$ cat config.mk
export PLATFORM = sky130hd
export DESIGN_NAME = kbd_wake_ctrl
export DESIGN_NICKNAME = d
export VERILOG_FILES = /design/src/rtl/kbd_pkg.sv /design/src/rtl/kbd_sync.sv /design/src/rtl/kbd_detect.sv /design/src/rtl/kbd_regs.sv /design/src/rtl/kbd_wake_ctrl.sv
export SDC_FILE = /design/constraint.sdc
export NUM_CORES = 1
export LEC_CHECK = 0
export ABC_CLOCK_PERIOD_IN_PS = 2640
export BUFFER_PORTS_ARGS = -buffer_cell sky130_fd_sc_hd__buf_2
export CAP_MARGIN = 20
export CORE_MARGIN = 4
export CORE_UTILIZATION = 54
export DETAILED_ROUTE_END_ITERATION = 6
export PLACE_DENSITY = 0.86
export SYNTH_ARGS = -nofsm -noshare
export SYNTH_HDL_FRONTEND = slang
export SYNTH_SLANG_ARGS = --single-unit
$ cat constraint.sdc
create_clock -name clk -period 2.64 [get_ports clk]
set_input_delay 0.132 -clock clk [delete_from_list [all_inputs] [get_ports clk]]
set_output_delay 0.132 -clock clk [all_outputs]
set_load 0.05 [all_outputs]
$ cat src/rtl/kbd_pkg.sv
package kbd_pkg;

    localparam int REG_W  = 8;
    localparam int B_FLAG = 3;
    localparam int B_ACK  = 2;
    localparam int B_MASK = 1;
    localparam int B_MODE = 0;

    localparam logic ADDR_CTRL = 1'b0;
    localparam logic ADDR_EN   = 1'b1;

    typedef enum logic {
        TRIG_FALL       = 1'b0,
        TRIG_FALL_LEVEL = 1'b1
    } trig_e;

    typedef struct packed {
        logic  mask;
        trig_e mode;
    } ctrl_t;

    function automatic logic [REG_W-1:0] pack_ctrl(input logic flag, input ctrl_t c);
        logic [REG_W-1:0] v;
        v         = '0;
        v[B_FLAG] = flag;
        v[B_MASK] = c.mask;
        v[B_MODE] = c.mode;
        return v;
    endfunction

endpackage

$ cat src/rtl/kbd_sync.sv
module kbd_sync #(
    parameter int W = 8
) (
    input  logic         clk,
    input  logic         rst,
    input  logic [W-1:0] async_i,
    output logic [W-1:0] sync_o
);
    for (genvar i = 0; i < W; i++) begin : g_bit
        logic st1_q;
        logic st2_q;
        always_ff @(posedge clk) begin
            if (rst) begin
                st1_q <= 1'b1;
                st2_q <= 1'b1;
            end else begin
                st1_q <= async_i[i];
                st2_q <= st1_q;
            end
        end
        assign sync_o[i] = st2_q;
    end
endmodule

$ cat src/rtl/kbd_detect.sv
module kbd_detect
    import kbd_pkg::*;
#(
    parameter int W = 8
) (
    input  logic         clk,
    input  logic         rst,
    input  logic [W-1:0] key_s_i,
    input  logic [W-1:0] en_i,
    input  trig_e        mode_i,
    output logic         set_o,
    output logic         any_low_o
);
    logic [W-1:0] prev_q;
    logic [W-1:0] fall;
    logic [W-1:0] low;

    always_ff @(posedge clk) begin
        if (rst) prev_q <= '1;
        else     prev_q <= key_s_i;
    end

    always_comb begin
        fall      = en_i & prev_q & ~key_s_i;
        low       = en_i & ~key_s_i;
        any_low_o = |low;
        set_o     = (|fall) || ((mode_i == TRIG_FALL_LEVEL) && any_low_o);
    end
endmodule

$ cat src/rtl/kbd_regs.sv
module kbd_regs
    import kbd_pkg::*;
#(
    parameter int W = 8
) (
    input  logic             clk,
    input  logic             rst,
    input  logic             wr_en_i,
    input  logic             wr_addr_i,
    input  logic [REG_W-1:0] wr_data_i,
    input  logic             rd_addr_i,
    output logic [REG_W-1:0] rd_data_o,
    input  logic             brk_active_i,
    input  logic             brk_clr_en_i,
    input  logic             set_i,
    output logic             flag_o,
    output ctrl_t            ctrl_o,
    output logic [W-1:0]     en_o
);
    logic             flag_q;
    ctrl_t            ctrl_q;
    logic [W-1:0]     en_q;
    logic             wr_ctrl;
    logic             ack_ok;
    logic [REG_W-1:0] en_ext;

    assign wr_ctrl = wr_en_i && (wr_addr_i == ADDR_CTRL);
    assign ack_ok  = wr_ctrl && wr_data_i[B_ACK] && (!brk_active_i || brk_clr_en_i);

    always_ff @(posedge clk) begin
        if (rst) begin
            flag_q <= 1'b0;
            ctrl_q <= '{mask: 1'b0, mode: TRIG_FALL};
            en_q   <= '0;
        end else begin
            if (set_i)       flag_q <= 1'b1;
            else if (ack_ok) flag_q <= 1'b0;
            if (wr_ctrl) begin
                ctrl_q.mask <= wr_data_i[B_MASK];
                ctrl_q.mode <= trig_e'(wr_data_i[B_MODE]);
            end
            if (wr_en_i && (wr_addr_i == ADDR_EN))
                en_q <= wr_data_i[W-1:0];
        end
    end

    always_comb begin
        en_ext         = '0;
        en_ext[W-1:0]  = en_q;
        rd_data_o      = (rd_addr_i == ADDR_CTRL) ? pack_ctrl(flag_q, ctrl_q) : en_ext;
    end

    assign flag_o = flag_q;
    assign ctrl_o = ctrl_q;
    assign en_o   = en_q;
endmodule

$ cat src/rtl/kbd_wake_ctrl.sv
module kbd_wake_ctrl
    import kbd_pkg::*;
#(
    parameter int NUM_KEYS = 8
) (
    input  logic                clk,
    input  logic                rst,
    input  logic [NUM_KEYS-1:0] key_n_i,
    input  logic                wr_en_i,
    input  logic                wr_addr_i,
    input  logic [7:0]          wr_data_i,
    input  logic                rd_addr_i,
    output logic [7:0]          rd_data_o,
    input  logic                brk_active_i,
    input  logic                brk_clr_en_i,
    output logic                irq_o
);
    logic [NUM_KEYS-1:0] key_s;
    logic [NUM_KEYS-1:0] en;
    logic                set_evt;
    logic                any_low;
    logic                flag;
    ctrl_t               ctrl;

    kbd_sync #(.W(NUM_KEYS)) u_sync (
        .clk     (clk),
        .rst     (rst),
        .async_i (key_n_i),
        .sync_o  (key_s)
    );

    kbd_detect #(.W(NUM_KEYS)) u_detect (
        .clk       (clk),
        .rst       (rst),
        .key_s_i   (key_s),
        .en_i      (en),
        .mode_i    (ctrl.mode),
        .set_o     (set_evt),
        .any_low_o (any_low)
    );

    kbd_regs #(.W(NUM_KEYS)) u_regs (
        .clk          (clk),
        .rst          (rst),
        .wr_en_i      (wr_en_i),
        .wr_addr_i    (wr_addr_i),
        .wr_data_i    (wr_data_i),
        .rd_addr_i    (rd_addr_i),
        .rd_data_o    (rd_data_o),
        .brk_active_i (brk_active_i),
        .brk_clr_en_i (brk_clr_en_i),
        .set_i        (set_evt),
        .flag_o       (flag),
        .ctrl_o       (ctrl),
        .en_o         (en)
    );

    assign irq_o = flag && !ctrl.mask;
endmodule

---- Word-level counts from Yosys, hierarchy flattened ----
Cells that the tools add are included.
word-level totals
  register bits ........................... 35
  input port bits ......................... 23
  output and inout port bits .............. 9
operators by class
  muxes and demuxes ....................... 3
  bitwise logic cells ..................... 5
  reduce and logical (&&, ||, !) cells .... 13
operators by type and width
  cell                 number
  $and A8 B8 Y8        3
  $reduce_or A8 Y1     2
  $mux W8              1
  $not A8 Y8           1
  $logic_and A1 B1 Y1  6
  $logic_not A1 Y1     2
  $logic_or A1 B1 Y1   2
  $mux W1              2
  $reduce_bool A2 Y1   1
  $not A1 Y1           1

---- Longest topological paths before layout ----
  depth after elaboration ................. 6
  mapped depth ............................ 5

---- Hierarchy ----
From an unflattened synthesis, not the netlist that was laid out.
second synthesis, totals
  cells, all modules ...................... 132
  area, all modules ....................... 1352.5 µm²
modules (own cells, without submodules)
  module         times used  cells each  area an instance (µm²)
  kbd_regs       1           56          496.7
  kbd_sync       1           41          491.7
  kbd_detect     1           34          350.3
  kbd_wake_ctrl  1           1           13.8

---- Least setup slack after synthesis ----
Ideal clock, no wire load.
  kind .................................... flip-flop to output port
  from .................................... register u_regs.flag_q (netlist: u_regs.flag_o)
  to ...................................... output port irq_o
  data arrival time ....................... 1.037 ns
  data required time ...................... 2.508 ns
  setup slack ............................. 1.471 ns
  stages on the path, launching flop included .. 2
  path buffers ............................ 0
  cells stage by stage .................... dfxtp_1 -> nor2b_1
on the way
  word-level cells in the longest chain between the ends .. 1
RTL lines
  element                   RTL line             text
  start: declaration        kbd_regs.sv:20       logic flag_q;
  start signal: assignment  kbd_regs.sv:32       flag_q <= 1'b0;
  start signal: assignment  kbd_regs.sv:36       if (set_i) flag_q <= 1'b1;
  start signal: assignment  kbd_regs.sv:37       else if (ack_ok) flag_q <= 1'b0;
  $logic_and A1 B1 Y1       kbd_wake_ctrl.sv:58  assign irq_o = flag && !ctrl.mask;
  end: declaration          kbd_wake_ctrl.sv:16  output logic irq_o
Every way passes these cells.

---- Final worst setup path ----
  from .................................... register u_regs.en_q[1] (netlist: u_regs.en_o[1])
  to ...................................... output port rd_data_o[1]
on the way
  word-level cells in the longest chain between the ends .. 1
RTL lines
  element                   RTL line             text
  start: declaration        kbd_regs.sv:22       logic [W-1:0] en_q;
  start signal: assignment  kbd_regs.sv:43       en_q <= wr_data_i[W-1:0];
  $mux W8                   kbd_regs.sv:50       rd_data_o = (rd_addr_i == ADDR_CTRL) ? pack_ctrl(flag_q, ctrl_q) : en_ext;
  end: declaration          kbd_wake_ctrl.sv:13  output logic [7:0] rd_data_o,
Every way passes these cells.

==> summary.txt <==
Timing
  – Worst slew pin tran: around 0.46 ns
  – Fin. Hold Viols: 0
  – Setup tns final: 0 ns
  – FMAX: roughly 800 MHz
  – RSZ-0062 raised after global routing: false
  – Hold WS: slightly below 0.06 ns
  – Final count of negative-setup-slack endpoints: 0
  – Max transition margin: 0.694
  – Worst Skew: around 0.0033 ns
  – Min setup slack post-route: 1.35 ns
  – Slew Limit Fails: 0
  – Tcrit/Tclk final: 0.487
  – Fin crit period: around 1.3 ns

Drt
  – DR vias: just under 1000
  – Routed length per instance: 12.2 microns
  – # DRC: 0
  – ANT nets after route: 0
  – Vias/cell: 4.89
  – Initial DRC Count: 20
  – DRT Pass-1 Iters: 4
  – Routed Wire Length: between 2000 and 2500 microns

Run status
  – Status: completed

Global route
  – Initial antenna violation count: 0
  – First-pass GRT wire length: between 4000 and 5000 microns
  – Total grt overflow: 0
  – Largest net degree at the start of global routing: 36
  – Routing usage on met3: 0.0483
  – All-Layer GR Usage: 0.174
  – Vias in the first global route: ~970
  – GR met2 Demand/Resource: 0.302
  – GRT busiest layer: met2
  – Grt met1 use: 0.191

Clocking
  – # hold bufs at CTS: 8
  – Num CTS Buffers: 5
  – Clock transition at path regs: 0.10 ns
  – Clock tree from TritonCTS: yes
  – Post-CTS setup buffers: 0
  – Num Clock Sinks: 35
  – Post-cts resize count: 0
  – Clk Latency, worst-skew pair: 0.33 ns
  – Root buf cell: clkbuf_4
  – Clock Tree Buf Depth: 2
  – Htree depth: 2

Floorplan
  – Die width: ~57 microns
  – Core ar.: 2230 sq um
  – Row count: 17
  – # IOs: 32
  – Initial Utilization: 0.569
  – Die span in y: between 50 and 60 microns
  – DIE AREA: 3190 sq um

Synth
  – Sequential share of the synthesized area: 0.551
  – Synth async-reset ratio: 0
  – Synthesized instance count: between 100 and 150
  – Yosys cell types: 21
  – Syn nets: about 150
  – Mapped cell area: between 1000 and 1500 sq um
  – Most used DFF post-synth: dfxtp_1
  – Number of synthesized flops with an enable pin: 0
  – Synth Register Bits: 35
  – Synthesis warning total: 0
  – Syn avg cell area: between 9 and 10 sq um

Hold path
  – HP Class: input port to flop
  – Min-Delay Startpoint: wr_data_i[7]
  – Hold Path End: u_regs.en_o[7]$_SDFFE_PP0P_
  – Cell depth of the worst hold path: 3

Power and ir drop
  – LEAKAGE: slightly below 0.0007 uW
  – Pwr dens: approximately 660 nW/um^2
  – Peak supply drop: just over 0.5 mV

Placement
  – Routability cong.: between 0.7 and 0.8
  – PortBufs: 31
  – Final HPWL from detailed placement: about 1700 microns
  – Pre-CTS setup slack: 1.35 ns

Cells and area
  – Antenna Cells: 0
  – Layout cells sized above 1: 0.390
  – Area of the multi-input gates: 510 sq um
  – Util after Layout: 0.715
  – FF+latch area: approximately 700 sq um
  – Nets@finish: approximately 190
  – Area Growth Syn to Fin: 25.7%
  – Fillers: 183

Worst setup path
  – Critical path class: flop to output port
  – R2r worst-path depth: 4
  – Worst R2R Start: u_regs.en_o[5]$_SDFFE_PP0P_
  – Critical Path End Type: output port
  – CP required: between 2 and 3 ns
  – Max Fanout on Critical Path: 4
  – Crit path DAT: 1.15 ns
  – Critical path startpoint category: flop
  – R2R Path End: u_regs.flag_o$_SDFFE_PP0P_
  – Internal reg-to-reg setup slack: 1.53 ns

Flow run
  – MaxCap Viol Count: 0
==> worst max-delay path, stage by stage, from the launching register on <==
cell and delay, ns:
dfxtp_1 0.35, mux2_2 0.27, buf_2 0.21
==> worst max path at each step <==
stage / end / from / cells after the start
2_1_floorplan: irq_o / u_regs.flag_o$_SDFFE_PP0P_ / 1
3_3_place_gp: u_regs.flag_o$_SDFFE_PP0P_ / wr_addr_i / 5
3_5_place_dp: u_regs.flag_o$_SDFFE_PP0P_ / wr_addr_i / 5
4_1_cts: rd_data_o[1] / u_regs.en_o[1]$_SDFFE_PP0P_ / 2
5_1_grt: rd_data_o[3] / u_regs.en_o[3]$_SDFFE_PP0P_ / 2
6_report: rd_data_o[1] / u_regs.en_o[1]$_SDFFE_PP0P_ / 2
==> cell usage after synthesis, types with 2 or more instances <==
master | n | area share
nand3b_1 | 8 | 0.047
nand3_1 | 8 | 0.031
nand4_1 | 2 | 0.0098
nor2_1 | 2 | 0.0059
and2_1 | 5 | 0.025
dfxtp_1 | 35 | 0.55
mux2i_1 | 2 | 0.016
o22ai_1 | 4 | 0.020
nor2b_1 | 2 | 0.0098
mux2_2 | 3 | 0.027
a21oi_1 | 9 | 0.035
or2_2 | 24 | 0.12
nand2_1 | 9 | 0.027
inv_1 | 8 | 0.024
clkbuf_1 | 3 | 0.0089
==> cell usage in the layout (no fill, tap or decap), drive strengths merged <==
cell type,instances
nand2b,1
o41ai,1
inv,8
dfxtp,35
or3b,1
buf,31
nand3b,8
bufinv,1
dlygate4sd3,8
clkinv,1
nor2b,2
nand2,9
nand3,8
mux2,3
mux2i,2
a21oi,9
nand4,2
and2,5
clkbuf,6
or2,24
nor2,2
o22ai,4
a211oi,1
==> metrics by stage <==
| step | total power [uW] | std cells | area (sq um) |
|---|---|---|---|
| after floorplan | 639 | 130 | 1270 |
| after global placement | 666 | 184 | 1430 |
| after detailed placement | 670 | 184 | 1430 |
| after CTS | 1070 | 200 | 1600 |
| after global routing | 1100 | 200 | 1600 |
| final | 1060 | 200 | 1600 |
==> sequential cells by signal (all words and copies together), names as in the netlist <==
register,cells
u_regs.flag_o,1
u_regs.en_o,8
u_regs.ctrl_o,2
u_detect.prev_q,8
u_sync.g_bit.st2_q,8
u_sync.g_bit.st1_q,8
==> logic make-up (layout without fill, tap and decap cells) <==
kind of cell / count (synthesis) / after routing / share of synthesized area
AND/OR/NAND/NOR: 62 / 62 / 0.291
flip-flops: 35 / 35 / 0.551
AO/OA/AOI/OAI: 15 / 15 / 0.0679
buffers and inverters: 13 / 55 / 0.0472
multiplexers: 5 / 5 / 0.0423
==> layer usage <==
metal | share of wire | wire length, microns | vias up
met2 | 0.53 | 1290 | 19
met4 | 0.022 | 55 | 0
li1 | - | - | 513
met1 | 0.41 | 991 | 438
met3 | 0.043 | 104 | 8
met5 | 0 | 0 | -
==> report_power, final <==
| group | total (uW) | switching, uW | leakage (uW) | internal [uW] |
|---|---|---|---|---|
| sequential | 563 | 12.3 | 0.000288 | 551 |
| clock | 390 | 166 | 0.0000482 | 224 |
| combinational | 104 | 55.9 | 0.000342 | 48.3 |
==> layout make-up <==
cell class,instances,area share
Sequential cell,35,0.439
Multi-Input combinational cell,82,0.319
Timing Repair Buffer,39,0.147
Clock buffer,6,0.0321
Clock inverter,2,0.0219
Tap cell,28,0.0219
Inverter,8,0.0188
Note: power is estimated with default switching activity, not from simulation.
